==> src/rtl/cfg_shadow_pkg.sv <==
package cfg_shadow_pkg;
  typedef enum logic {
    COPY_VAL = 1'b0,
    COPY_SHD = 1'b1
  } copy_sel_e;

  function automatic int idx_width(input int n);
    return (n > 1) ? $clog2(n) : 1;
  endfunction
endpackage

==> src/rtl/cfg_cell.sv <==
module cfg_cell
  import cfg_shadow_pkg::*;
#(
  parameter int W = 16,
  localparam int BW = idx_width(W)
) (
  input  logic          clk,
  input  logic          rst,
  input  logic          we,
  input  logic [W-1:0]  wdata,
  input  logic          flip_en,
  input  copy_sel_e     flip_copy,
  input  logic [BW-1:0] flip_bit,
  output logic [W-1:0]  val_q,
  output logic [W-1:0]  shd_q
);
  logic [W-1:0] mask;
  logic [W-1:0] val_d;
  logic [W-1:0] shd_d;

  always_comb begin
    mask  = flip_en ? (W'(1) << flip_bit) : '0;
    val_d = we ? wdata  : val_q;
    shd_d = we ? ~wdata : shd_q;
    if (flip_copy == COPY_VAL) val_d = val_d ^ mask;
    else                       shd_d = shd_d ^ mask;
  end

  always_ff @(posedge clk) begin
    if (rst) begin
      val_q <= '0;
      shd_q <= '1;
    end else begin
      val_q <= val_d;
      shd_q <= shd_d;
    end
  end


  load_pair_chk: assert property (@(posedge clk) disable iff (rst)
    (we && !flip_en) |=> (shd_q == ~val_q));


  single_flip_chk: assert property (@(posedge clk) disable iff (rst)
    (flip_en && !we && (32'(flip_bit) < W)) |=>
      ($countones({val_q ^ $past(val_q), shd_q ^ $past(shd_q)}) == 1));


  hold_chk: assert property (@(posedge clk) disable iff (rst)
    (!we && !flip_en) |=> ($stable(val_q) && $stable(shd_q)));
endmodule

==> src/rtl/cfg_cmp.sv <==
module cfg_cmp #(
  parameter int N = 3,
  parameter int W = 16
) (
  input  logic           en,
  input  logic [N*W-1:0] val_flat,
  input  logic [N*W-1:0] shd_flat,
  output logic           mismatch
);
  logic [N-1:0] reg_bad;

  for (genvar i = 0; i < N; i++) begin : g_reg
    assign reg_bad[i] = |(val_flat[i*W +: W] ^ ~shd_flat[i*W +: W]);
  end

  assign mismatch = en & (|reg_bad);
endmodule

==> src/rtl/cfg_shadow_bank.sv <==
module cfg_shadow_bank
  import cfg_shadow_pkg::*;
#(
  parameter int NUM_REGS = 3,
  parameter int REG_W    = 16,
  localparam int IDX_W   = idx_width(NUM_REGS),
  localparam int BIT_W   = idx_width(REG_W)
) (
  input  logic                      clk,
  input  logic                      rst,
  input  logic                      ld_valid,
  input  logic [IDX_W-1:0]          ld_index,
  input  logic [REG_W-1:0]          ld_data,
  input  logic                      ld_done,
  input  logic                      tst_flip,
  input  logic [IDX_W-1:0]          tst_reg,
  input  logic [BIT_W-1:0]          tst_bit,
  input  logic                      tst_copy,
  output logic [NUM_REGS*REG_W-1:0] cfg_out,
  output logic                      cfg_err,
  output logic                      rst_req
);
  logic                      armed_q;
  logic                      mismatch;
  logic [NUM_REGS*REG_W-1:0] val_flat;
  logic [NUM_REGS*REG_W-1:0] shd_flat;
  logic                      ld_ok;

  assign ld_ok = ld_valid && !armed_q && (32'(ld_index) < NUM_REGS);

  for (genvar i = 0; i < NUM_REGS; i++) begin : g_cell
    logic we_i;
    logic flip_i;
    assign we_i   = ld_ok && (32'(ld_index) == i);
    assign flip_i = tst_flip && (32'(tst_reg) == i);

    cfg_cell #(.W(REG_W)) i_cell (
      .clk      (clk),
      .rst      (rst),
      .we       (we_i),
      .wdata    (ld_data),
      .flip_en  (flip_i),
      .flip_copy(copy_sel_e'(tst_copy)),
      .flip_bit (tst_bit),
      .val_q    (val_flat[i*REG_W +: REG_W]),
      .shd_q    (shd_flat[i*REG_W +: REG_W])
    );
  end

  cfg_cmp #(.N(NUM_REGS), .W(REG_W)) i_cmp (
    .en      (armed_q),
    .val_flat(val_flat),
    .shd_flat(shd_flat),
    .mismatch(mismatch)
  );

  always_ff @(posedge clk) begin
    if (rst) begin
      armed_q <= 1'b0;
      cfg_err <= 1'b0;
      rst_req <= 1'b0;
    end else begin
      if (ld_done) armed_q <= 1'b1;
      if (mismatch) begin
        cfg_err <= 1'b1;
        rst_req <= 1'b1;
      end
    end
  end

  assign cfg_out = val_flat;


  armed_sticky_chk: assert property (@(posedge clk) disable iff (rst)
    armed_q |=> armed_q);


  quiet_while_loading_chk: assert property (@(posedge clk) disable iff (rst)
    !armed_q |-> !cfg_err);


  err_cause_chk: assert property (@(posedge clk) disable iff (rst)
    $rose(cfg_err) |-> $past(mismatch));


  err_sticky_chk: assert property (@(posedge clk) disable iff (rst)
    cfg_err |=> (cfg_err && rst_req));


  flags_agree_chk: assert property (@(posedge clk) disable iff (rst)
    cfg_err == rst_req);
endmodule

==> config.mk <==
export PLATFORM = sky130hd
export DESIGN_NAME = cfg_shadow_bank
export DESIGN_NICKNAME = d
export VERILOG_FILES = /design/src/rtl/cfg_shadow_pkg.sv /design/src/rtl/cfg_cell.sv /design/src/rtl/cfg_cmp.sv /design/src/rtl/cfg_shadow_bank.sv
export SDC_FILE = /design/constraint.sdc
export NUM_CORES = 1
export LEC_CHECK = 0
export BUFFER_PORTS_ARGS = -buffer_cell sky130_fd_sc_hd__clkbuf_2
export CAP_MARGIN = 10
export CORE_MARGIN = 5
export CORE_UTILIZATION = 44
export CTS_CLUSTER_SIZE = 8
export DETAILED_ROUTE_END_ITERATION = 10
export PLACE_DENSITY_LB_ADDON = 0.05
export SKIP_LAST_GASP = 1
export SLEW_MARGIN = 20
export SYNTH_ARGS = -nofsm -noshare
export SYNTH_HDL_FRONTEND = slang
export SYNTH_SLANG_ARGS = --single-unit
export TNS_END_PERCENT = 50
==> constraint.sdc <==
create_clock -name clk -period 4.81 [get_ports clk]
set_clock_uncertainty 0.15 [all_clocks]
set_input_delay 1.2025 -clock clk [delete_from_list [all_inputs] [get_ports clk]]
set_output_delay 1.2025 -clock clk [all_outputs]
set_load 0.1 [all_outputs]
==> qor.yml <==
outcome: "completed"
path_class: "input pin to flip-flop"
holdCritStartpoint: "armed_q"
layout_min_cycle_time_ns: 3.17
io_buffers: 79
syn_to_final_growth_pct: 14.5
place_ws_ns: 1.26
place_hpwl_um: 10700
ant_nets: 0
grt_pass1_wl_um: 23700
wirelength_um: 14800
vias: 4506
ys_warn_count: 0
dr.pass1.iters: 4
arrival_ns: 3.23
htreeDepth: 3
synth_top_area_share: 0.356
grt_setup_unrepaired: "no"
leakage_nw: 2.69
required_ns: 4.87
ys_seq_area_frac: 0.356
r2r-start: "armed_q"
top_layer: "met4"
root_buffer: "clkbuf_16"
wl_met3_um: 725
cellPowerDensity_nw_per_um2: 320
hold_buffers: 0
startpoint_type: "input pin"
rows: 40
cts_buffer_depth: 2
drive_above_1_share: 0.138
setup_viol: 0
final_cells: 907
critPathMaxFanout: 31
maxSlewViolCount: 0
routed_via_density: 4.97
cts_resized: 0
ys_ff_latch: 98
synthTopCellsByCount: "nor2_1 (121), xnor2_1 (114), dfxtp_1 (98)"
post-cts-setup-buffer-count: 0
wl_per_cell_um: 16.3
clk_latency_ns: 0.35
synthArstFlopShare: 0
die_area_um2: 14900
diodes: 0
synth_cell_types: 27
antenna_found_initial: 0
maxSlewHeadroom: 0.285
die-height_um: 122
fin_tns_setup_ns: 0
drv_cap: 0
grt_max_degree: 63
post-route-period-util: 0.659
avgSynthCellArea_um2: 8.10
cts_sinks: 98
postLayoutSetupSlackWorst_ns: 1.64
worstSetupEndpointType: "flip-flop"
met1Wirelength_um: 7120
cts_tree: "built"
yosys.area.top_type: "dfxtp_1"
yosys-top-cells-area: "dfxtp_1 (36%), xnor2_1 (18%), mux2i_1 (8.7%)"
synth_edf_count: 0
drc: 0
fillerInstances: 1180
cts_buffers: 9
nets: 764
synthesis.area_um2: 5510
gp_congestion: 0.848
worstMarginPinSlew_ns: 1.07
io_pins: 80
drt_first_iter_violations: 186
dp.cells: 891
die_w_um: 122
max-vdd-ir-drop_mv: 0.155
hold_path_class: "flip-flop to flip-flop"
syn_nets: 711
grt_use_total: 0.206
wl_met2_um: 6730
yosysMostFrequentCell: "nor2_1"
syn_inst: 681
clock.fmax_mhz: 315
start_util: 0.453
core-area_um2: 12200
overflow: 0
hold_viol_final: 0
startpoint: "ld_index[1]"
cts.reportedPaths.clkPinSlew_ns: 0.07
hold_slack_ns: 0.379
first_global_vias: 4367
synth_ff_type: "dfxtp_1"
-- layout make-up --
cell class | instances | area [µm²] | share of cell area
tap | 168 | 210 | 0.0333
timing repair buffer | 82 | 420 | 0.0666
clock buffer | 15 | 288 | 0.0456
clock inverter | 1 | 30.0 | 0.00476
sequential | 98 | 1960 | 0.311
multi-input combinational | 543 | 3400 | 0.539
-- cell families (layout without fill, tap and decap cells) --
kind of cell | after synthesis | count (layout) | synth area share
and+or+nand+nor | 302 | 302 | 0.250
AOI/OAI and AO/OA | 49 | 49 | 0.0449
xor gates and xnor gates | 144 | 144 | 0.229
buffers and inverters | 40 | 98 | 0.0338
DFF | 98 | 98 | 0.356
muxes | 48 | 48 | 0.0871
-- layout by cell type, fill, tap and decap left out, types with 2 or more instances in the layout --
master | netlist | layout
nand4_1 | 6 | 6
a21oi_1 | 33 | 33
nor3_1 | 8 | 6
nor2_1 | 121 | 121
nand2_1 | 86 | 86
mux2i_1 | 48 | 48
clkbuf_2 | 0 | 78
o21ai_1 | 8 | 8
clkbuf_1 | 31 | 2
o21ai_0 | 7 | 7
dfxtp_1 | 98 | 98
xor2_1 | 30 | 30
or2_1 | 4 | 4
nor2b_1 | 2 | 2
clkbuf_16 | 0 | 9
xnor2_1 | 114 | 114
nand3_1 | 4 | 4
buf_4 | 1 | 3
clkbuf_8 | 0 | 4
nor3_2 | 0 | 2
nand2b_1 | 54 | 54
nor4_1 | 11 | 10
-- final timing paths --
path              slack [ns]  depth (start not counted)                        end
setup / recovery        1.64                          6  g_cell[1].i_cell.val_q[6]
hold / removal          0.38                          2                    armed_q
setup reg to reg        2.29                          5  g_cell[1].i_cell.val_q[6]
hold reg to reg         0.38                          2                    armed_q
-- worst max-delay path, cell delays in order --
cell	delay [ns]
clkbuf_2	0.11
nand4bb_2	0.94
buf_4	0.55
mux2i_1	0.22
xnor2_1	0.14
nor2_1	0.06
-- through the flow --
stage / power (mW) / area [µm²] / util
5_1_grt: 2.10 / 6310 / 0.519
3_3_place_gp: 1.26 / 5990 / 0.492
2_1_floorplan: 1.18 / 5510 / -
6_report: 2.02 / 6310 / 0.519
4_1_cts: 2.04 / 6310 / 0.519
3_5_place_dp: 1.27 / 5990 / 0.492
-- flip-flops by register name, summed over array words and instances, names as in the netlist --
signal / cells
g_cell.i_cell.val_q: 48
armed_q: 1
rst_req: 1
g_cell.i_cell.shd_q: 48
-- metal layers --
layer  vias to the layer above  global-route usage
met1                      2109               0.282
met4                         0              0.0616
li1                       2284                   -
met5                         -                   0
met3                        16              0.0334
met2                        97               0.335
-- report_power, final --
part,internal [mW],leakage (nW),switching [mW]
Combinational,0.122,1.74,0.253
Clock,0.461,0.156,0.312
Sequential,0.846,0.799,0.0280
Total,1.43,2.69,0.593
Note: power is estimated with default switching activity, not from simulation.
